--- config.mk ---
export PLATFORM = sky130hd
export DESIGN_NAME = bus_snoop_seq
export DESIGN_NICKNAME = d
export VERILOG_FILES = /design/src/rtl/snoop_pkg.sv /design/src/rtl/bus_clk_sync.sv /design/src/rtl/settle_timer.sv /design/src/rtl/record_packer.sv /design/src/rtl/bus_snoop_seq.sv
export SDC_FILE = /design/constraint.sdc
export NUM_CORES = 1
export LEC_CHECK = 0
export ABC_AREA = 1
export CORE_UTILIZATION = 50
export CTS_CLUSTER_SIZE = 16
export DETAILED_ROUTE_END_ITERATION = 12
export PLACE_DENSITY_LB_ADDON = 0.15
export SLEW_MARGIN = 15
export SYNTH_ARGS = -nofsm -noshare
export SYNTH_HDL_FRONTEND = slang
export SYNTH_SLANG_ARGS = --single-unit
--- constraint.sdc ---
create_clock -name clk -period 2.11 [get_ports clk]
set_input_delay 0.633 -clock clk [delete_from_list [all_inputs] [get_ports clk]]
set_output_delay 0.633 -clock clk [all_outputs]
set_load 0.01 [all_outputs]
--- src/rtl/snoop_pkg.sv ---
package snoop_pkg;

  typedef enum logic [2:0] {
    ST_ARM, ST_HI, ST_LO, ST_BRANCH, ST_DATA, ST_FALL, ST_TAIL
  } seq_state_t;

  localparam logic [2:0] EN_HI   = 3'b011;
  localparam logic [2:0] EN_LO   = 3'b101;
  localparam logic [2:0] EN_DATA = 3'b110;

  // status field: read/write level, device select, data byte
  function automatic logic [9:0] pack_status(input logic rw, input logic sel_n,
                                             input logic [7:0] data);
    return {rw, sel_n, data};
  endfunction

  // enable pattern for each state; after the branch it depends on direction
  function automatic logic [2:0] enable_code(input seq_state_t st, input logic wr);
    case (st)
      ST_ARM, ST_HI:     return EN_HI;
      ST_LO, ST_BRANCH:  return EN_LO;
      ST_DATA:           return EN_DATA;
      default:           return wr ? EN_DATA : EN_LO;
    endcase
  endfunction

endpackage

--- src/rtl/bus_clk_sync.sv ---
module bus_clk_sync #(
  parameter int STAGES = 2
) (
  input  logic clk,
  input  logic rst,
  input  logic async_i,
  output logic level_o,
  output logic rise_o
);
  logic [STAGES-1:0] chain_q;
  logic              prev_q;

  always_ff @(posedge clk) begin
    if (rst) begin
      chain_q <= '0;
      prev_q  <= 1'b0;
    end else begin
      chain_q <= {chain_q[STAGES-2:0], async_i};
      prev_q  <= chain_q[STAGES-1];
    end
  end

  assign level_o = chain_q[STAGES-1];
  assign rise_o  = chain_q[STAGES-1] & ~prev_q;
endmodule

--- src/rtl/settle_timer.sv ---
module settle_timer #(
  parameter int CNT_W = 4
) (
  input  logic             clk,
  input  logic             rst,
  input  logic             load_i,
  input  logic [CNT_W-1:0] load_val_i,
  output logic             done_o
);
  logic [CNT_W-1:0] cnt_q;

  always_ff @(posedge clk) begin
    if (rst)                  cnt_q <= '0;
    else if (load_i)          cnt_q <= load_val_i;
    else if (cnt_q != '0)     cnt_q <= cnt_q - 1'b1;
  end

  assign done_o = (cnt_q == '0);
endmodule

--- src/rtl/record_packer.sv ---
module record_packer #(
  parameter int BYTE_W = 8,
  parameter int STAT_W = BYTE_W + 2,
  parameter int REC_W  = 2 * BYTE_W + STAT_W
) (
  input  logic              clk,
  input  logic              rst,
  input  logic              shift_byte_i,
  input  logic [BYTE_W-1:0] byte_i,
  input  logic              finish_i,
  input  logic [STAT_W-1:0] status_i,
  output logic [REC_W-1:0]  rec_o,
  output logic              valid_o
);
  localparam int ACC_W = 2 * BYTE_W;
  logic [ACC_W-1:0] acc_q;

  always_ff @(posedge clk) begin
    if (rst) begin
      acc_q   <= '0;
      rec_o   <= '0;
      valid_o <= 1'b0;
    end else begin
      valid_o <= finish_i;
      if (shift_byte_i) acc_q <= {acc_q[ACC_W-BYTE_W-1:0], byte_i};
      if (finish_i)     rec_o <= {acc_q, status_i};
    end
  end
endmodule

--- src/rtl/bus_snoop_seq.sv ---
module bus_snoop_seq
  import snoop_pkg::*;
#(
  parameter int BYTE_W      = 8,
  parameter int LO_SETTLE   = 5,
  parameter int DATA_SETTLE = 15,
  parameter int TAIL_SETTLE = 7,
  parameter int SYNC_STAGES = 2
) (
  input  logic                  clk,
  input  logic                  rst,
  input  logic                  bus_clk_i,
  input  logic                  rw_i,
  input  logic                  sel_n_i,
  input  logic [BYTE_W-1:0]     path_i,
  output logic [2:0]            xcvr_en_n_o,
  output logic [3*BYTE_W+1:0]   rec_o,
  output logic                  rec_valid_o,
  output logic                  overflow_o
);
  localparam int STAT_W  = BYTE_W + 2;
  localparam int REC_W   = 3 * BYTE_W + 2;
  localparam int MAX_DLY = (LO_SETTLE > DATA_SETTLE)
                         ? ((LO_SETTLE > TAIL_SETTLE) ? LO_SETTLE : TAIL_SETTLE)
                         : ((DATA_SETTLE > TAIL_SETTLE) ? DATA_SETTLE : TAIL_SETTLE);
  localparam int CNT_W   = $clog2(MAX_DLY + 1) < 1 ? 1 : $clog2(MAX_DLY + 1);

  seq_state_t state_q, state_d;
  logic       wr_q, wr_d;
  logic       ovf_q;

  // named internal events
  logic bus_lvl_w, rise_w;
  logic cap_hi_w, cap_lo_w, emit_w;
  logic tmr_load_w, tmr_done_w;
  logic [CNT_W-1:0] tmr_val_w;
  logic in_arm_w;

  bus_clk_sync #(.STAGES(SYNC_STAGES)) u_sync (
    .clk(clk), .rst(rst), .async_i(bus_clk_i),
    .level_o(bus_lvl_w), .rise_o(rise_w)
  );

  settle_timer #(.CNT_W(CNT_W)) u_timer (
    .clk(clk), .rst(rst), .load_i(tmr_load_w),
    .load_val_i(tmr_val_w), .done_o(tmr_done_w)
  );

  record_packer #(.BYTE_W(BYTE_W), .STAT_W(STAT_W), .REC_W(REC_W)) u_pack (
    .clk(clk), .rst(rst),
    .shift_byte_i(cap_hi_w | cap_lo_w), .byte_i(path_i),
    .finish_i(emit_w),
    .status_i({rw_i, sel_n_i, path_i}),
    .rec_o(rec_o), .valid_o(rec_valid_o)
  );

  always_comb begin
    state_d    = state_q;
    wr_d       = wr_q;
    cap_hi_w   = 1'b0;
    cap_lo_w   = 1'b0;
    emit_w     = 1'b0;
    tmr_load_w = 1'b0;
    tmr_val_w  = '0;
    case (state_q)
      ST_ARM: if (bus_lvl_w) state_d = ST_HI;
      ST_HI: begin
        cap_hi_w   = 1'b1;
        tmr_load_w = 1'b1;
        tmr_val_w  = CNT_W'(LO_SETTLE);
        state_d    = ST_LO;
      end
      ST_LO: if (tmr_done_w) begin
        cap_lo_w = 1'b1;
        state_d  = ST_BRANCH;
      end
      ST_BRANCH: if (rw_i) begin
        emit_w  = 1'b1;
        state_d = ST_FALL;
      end else begin
        wr_d       = 1'b1;
        tmr_load_w = 1'b1;
        tmr_val_w  = CNT_W'(DATA_SETTLE);
        state_d    = ST_DATA;
      end
      ST_DATA: if (tmr_done_w) begin
        emit_w  = 1'b1;
        state_d = ST_FALL;
      end
      ST_FALL: if (!bus_lvl_w) begin
        tmr_load_w = 1'b1;
        tmr_val_w  = CNT_W'(TAIL_SETTLE);
        state_d    = ST_TAIL;
      end
      ST_TAIL: if (tmr_done_w) begin
        wr_d    = 1'b0;
        state_d = ST_ARM;
      end
      default: state_d = ST_ARM;
    endcase
  end

  assign in_arm_w = (state_q == ST_ARM);

  always_ff @(posedge clk) begin
    if (rst) begin
      state_q <= ST_ARM;
      wr_q    <= 1'b0;
      ovf_q   <= 1'b0;
    end else begin
      state_q <= state_d;
      wr_q    <= wr_d;
      if (rise_w && !in_arm_w) ovf_q <= 1'b1;
    end
  end

  assign xcvr_en_n_o = enable_code(state_q, wr_q);
  assign overflow_o  = ovf_q;

endmodule

After elaboration in Yosys (flattened, before gate mapping). Cells that the tools add are included. Widths: inputs -> output; s select.

Register bits after elaboration: 55. Latch bits: 0. Memory bits (writable): 0. Memory bits (read-only): 0. Output and inout port bits: 31. Logic and storage cells: 61. Memories: 0.

$add $sub $neg: 1. Multiply operators: 0. Div/mod/pow operators: 0. Order comparisons: 0. Eq/ne operators: 12. Shift operators: 0. Mux-type cells: 25. Bitwise logic cells: 3. Reduce and logical (&&, ||, !) cells: 11.

Operator list (count): $pmux 3 s7 (1); $mux 3 (6); $mux 4 (3); $pmux 4 s3 (1); $ne 2x2->1 const B (5); $eq 3x3->1 const B (3); $mux 1 (9); $pmux 3 s3 (1); $eq 3x2->1 const B (2); $reduce_and 5->1 (1); $logic_not 4->1 (1); $pmux 1 s2 (2); $reduce_bool 2->1 (2); $reduce_bool 4->1 (1); $reduce_or 2->1 (2); $sub 4x1->4 const B (1); $eq 3x1->1 const B (1); $logic_not 3->1 (1); $pmux 1 s3 (1); $reduce_and 3->1 (1); $mux 2 (1); $ne 2x1->1 const B (1); $and 1x1->1 (1); $logic_and 1x1->1 (1); other kinds (3) (3).

Depth between registers and ports, before layout.
Depth in word-level cells: 4. Depth in mapped cells: 9. Gate-level depth less buffers: 9.

By module. A second synthesis with hierarchy kept.

Cell total of the unflattened synthesis: 368. Area, all modules: 2466.1 um2.

By module, submodules not included: record_packer (times used 1, cells each 261, area an instance 1774.2 um2, seq. area each 860.8 um2); bus_snoop_seq (times used 1, cells each 57, area an instance 357.8 um2, seq. area each 100.1 um2); settle_timer (times used 1, cells each 40, area an instance 247.7 um2, seq. area each 80.1 um2); bus_clk_sync (times used 1, cells each 10, area an instance 86.3 um2, seq. area each 60.1 um2).

Worst setup path after synthesis. No wires, ideal clock.

Path type: input port to flip-flop. Start point: input rst. End point: register u_pack.rec_o[0]. Setup time: 0.113 ns. Arrival: 1.366 ns. Data required time: 1.997 ns. Setup slack: 0.631 ns. Cell stages on the path: 5. Path buffers: 2. Path through: clkbuf_1 inv_1 buf_1 o21ai_1 nor2_1.

RTL lines: from (decl) (RTL line bus_snoop_seq.sv:11) `input logic rst,`; to (signal assigned) (RTL line record_packer.sv:26) `if (finish_i) rec_o <= {acc_q, status_i};`; to (decl) (RTL line record_packer.sv:12) `output logic [REC_W-1:0] rec_o,`.

Worst setup path after layout.
Start point: register state_q[0]. End point: output xcvr_en_n_o[1].

Longest elaborated chain between the ends: 3. Elaborated cells on any way between the ends: 8. Classes of those cells: eq/ne: 4; mux: 1; reduce/logical: 3.

RTL lines: from (decl) (RTL line bus_snoop_seq.sv:28) `seq_state_t state_q, state_d;`; from (signal assigned) (RTL line bus_snoop_seq.sv:111) `state_q <= state_d;`; $eq 3x2->1 (tied with other cells) (RTL line snoop_pkg.sv:19) `case (st)`; $reduce_or 2->1 (RTL line snoop_pkg.sv:19); $pmux 3 s3 (*) (RTL line snoop_pkg.sv:19); to (decl) (RTL line bus_snoop_seq.sv:16) `output logic [2:0] xcvr_en_n_o,`.

Mark *: on every way between the ends. The rest lies on a longest branch, timed or not.

==> results.json <==
{
  "rows": 23,
  "core-area_um2": 4058,
  "finalSetupViolations": 0,
  "grt_remaining_overflow": 0,
  "insertion_delay_ns": 0.30,
  "drv_cap": 0,
  "cp.buffers_inverters": 2,
  "yosysTopAreaCell": "dfxtp_1",
  "grt_antenna_before_repair": 0,
  "slew_headroom_pct": 76.73,
  "cts_tree": "done",
  "vias_per_cell": 5.072,
  "grt_max_degree": 38,
  "dieArea_um2": 4560,
  "crit_required_ns": 1.48,
  "period_share_pct": 90.00,
  "syn_area_per_cell_um2": 7.723,
  "cts_hold_buffers": 0,
  "synthArstFlopShare_pct": 0,
  "synthTopCellsByArea": "dfxtp_1, nor2_1, o21ai_0",
  "cpMostUsedCell": "nand3_1",
  "drtIter0Drc": 74,
  "worst_slew_pin_slew_ns": 0.3483,
  "rsz0062_at_grt": "false",
  "cts.htree.levels": 2,
  "grt_pass1_vias": 1701,
  "multiInputGateArea_um2": 884.6,
  "critPathSlowestCell": "dfxtp_2",
  "worstPathArrival_ns": 1.27,
  "nets": 336,
  "numCtsBuffers": 5,
  "slew_violations": 0,
  "io_pins": 44,
  "drive_gt1_share_pct": 10.84,
  "n_antenna_cell": 0,
  "wl_um": 4313,
  "yosysUniqueCellTypes": 25,
  "cts_post_setup_buffers_inserted": 0,
  "p_leak_nw": 1.210,
  "cts_root_buf": "clkbuf_8",
  "critical_path_peak_fanout": 4,
  "area_growth_syn_to_layout_pct": 26.40,
  "ys_seq_area_share_pct": 51.28,
  "routedWlPerCell_um": 11.56,
  "critPathKind": "flop to output pin",
  "cp_cell_sequence": "nor2_4 > inv_1 > nand3_1 > nand3_1 > dlygate4sd2_1",
  "slowest_delay_ns": 0.36,
  "finalHoldViolations": 0,
  "synth-seq-cells": 55,
  "first_pass_iters": 4,
  "antenna_left": 0,
  "synthFlopType": "dfxtp_1",
  "fillers": 370,
  "finalSetupTns_ns": 0,
  "crit_path_end_kind": "output pin",
  "skew_ns": 0.007503,
  "fp.dieH_um": 67.53,
  "synthCells": 278,
  "synth_warnings": 0,
  "place_congestion": 0.7575,
  "min_path_type": "flop to flop",
  "critPathTopFamily": "flip-flops",
  "cts_sinks": 55,
  "fp.dieW_um": 67.53,
  "mostFrequentLayoutCells": "nor2_1, dfxtp_1, clkdlybuf4s50_1",
  "clock_path_buffers": 2,
  "final_common_cell": "nor2_1",
  "place_hpwl_um": 3013,
  "synth-edff-count": 0,
  "fin_crit_ns": 1.899,
  "path_clk_slew_ns": 0.09,
  "synth_top_area_share_pct": 51.28,
  "final-seq-area_um2": 1107,
  "p_per_area_nw_per_um2": 1180,
  "status": "finished, final reports clean",
  "startpoint_type": "flop",
  "synth.net_count": 292,
  "io_buffer_count": 43,
  "drc_errors": 0,
  "num_vias": 1892,
  "grt_pass1_wl_um": 7127,
  "syn_area_um2": 2147,
  "fmax_mhz": 526.6,
  "initial_core_util_pct": 52.91,
  "irDropWorstVdd_v": 0.0006188,
  "p_total_mw": 3.201,
  "grtUsageTotal_pct": 20.86
}
-- cells by family after synthesis --
group / share of synthesized area [%]
compound gates: 14.28
buf+inv: 7.517
simple gates: 25.93
fa+ha+maj: 0.5827
xor+xnor: 0.4080
flops: 51.28
-- state kept, by name, summed over array words and instances (netlist names) --
signal          count
overflow_o          1
state_q             3
u_pack.acc_q       16
u_pack.rec_o       26
u_pack.valid_o      1
u_sync.chain_q      2
u_sync.prev_q       1
u_timer.cnt_q       4
wr_q                1
-- per-stage QoR --
step / cell area, µm² / util, % / hold slack [ns] / setup WS [ns] / std cells
finish: 2714 / 66.88 / 0.4099 / 0.2110 / 373
global route: 2714 / 66.88 / 0.4302 / 0.09579 / 373
CTS: 2706 / 66.70 / 0.4119 / 0.02419 / 373
detailed placement: 2619 / 64.54 / 0.3981 / 0.1855 / 365
global placement: 2619 / 64.54 / 0.3903 / 0.2243 / 365
floorplan: 2147 / - / 0.3883 / 0.6307 / 278
-- synth_stat cells (all sizes together), types with 4 or more instances --
library cell	instances
a21oi	8
buf	9
clkbuf	4
dfxtp	55
inv	16
nand2	22
nand3	10
nor2	100
o21ai	49
-- worst paths after layout --
kind	start	to	slack, ns	cells past startpoint
max	state_q[0]	xcvr_en_n_o[1]	0.21	5
min	u_sync.chain_q[0]	u_sync.chain_q[1]	0.41	2
max reg2reg	u_timer.cnt_q[0]	u_pack.rec_o[23]	0.42	7
min reg2reg	u_sync.chain_q[0]	u_sync.chain_q[1]	0.41	2
-- metal layers --
layer	global-route usage, %	routed length, µm	vias up	share of wire [%]
met5	0	0	-	0
met4	7.979	52	0	1.2
li1	-	-	981	-
met3	4.054	114	5	2.6
met1	23.38	1979	878	46
met2	38.24	2166	28	50
-- worst register-to-register path, stage by stage (launching register included) --
cell     delay [ns]
dfxtp_1        0.32
inv_1          0.09
ha_1           0.19
nand2_1        0.23
o21ai_4        0.37
inv_4          0.20
nor2_1         0.15
nor2_1         0.05
-- layout make-up --
cell class	instances	area share [%]
Inverter	16	2.305
Sequential cell	55	40.80
Tap cell	50	2.305
Multi-Input combinational cell	194	32.60
Clock buffer	6	2.674
Clock inverter	2	0.4610
Timing Repair Buffer	50	18.86
-- where the power goes --
group	internal (mW)	switching [mW]
clock network	0.233	0.319
logic	0.489	0.718
registers	1.29	0.156
total	2.01	1.19
-- what timing repair did --
item,4_1_cts,5_1_grt
endpoints found under the setup margin,3,2
pin swaps,0,0
gates resized for setup,4,3
No activity file was read; power rests on OpenSTA's default activity.
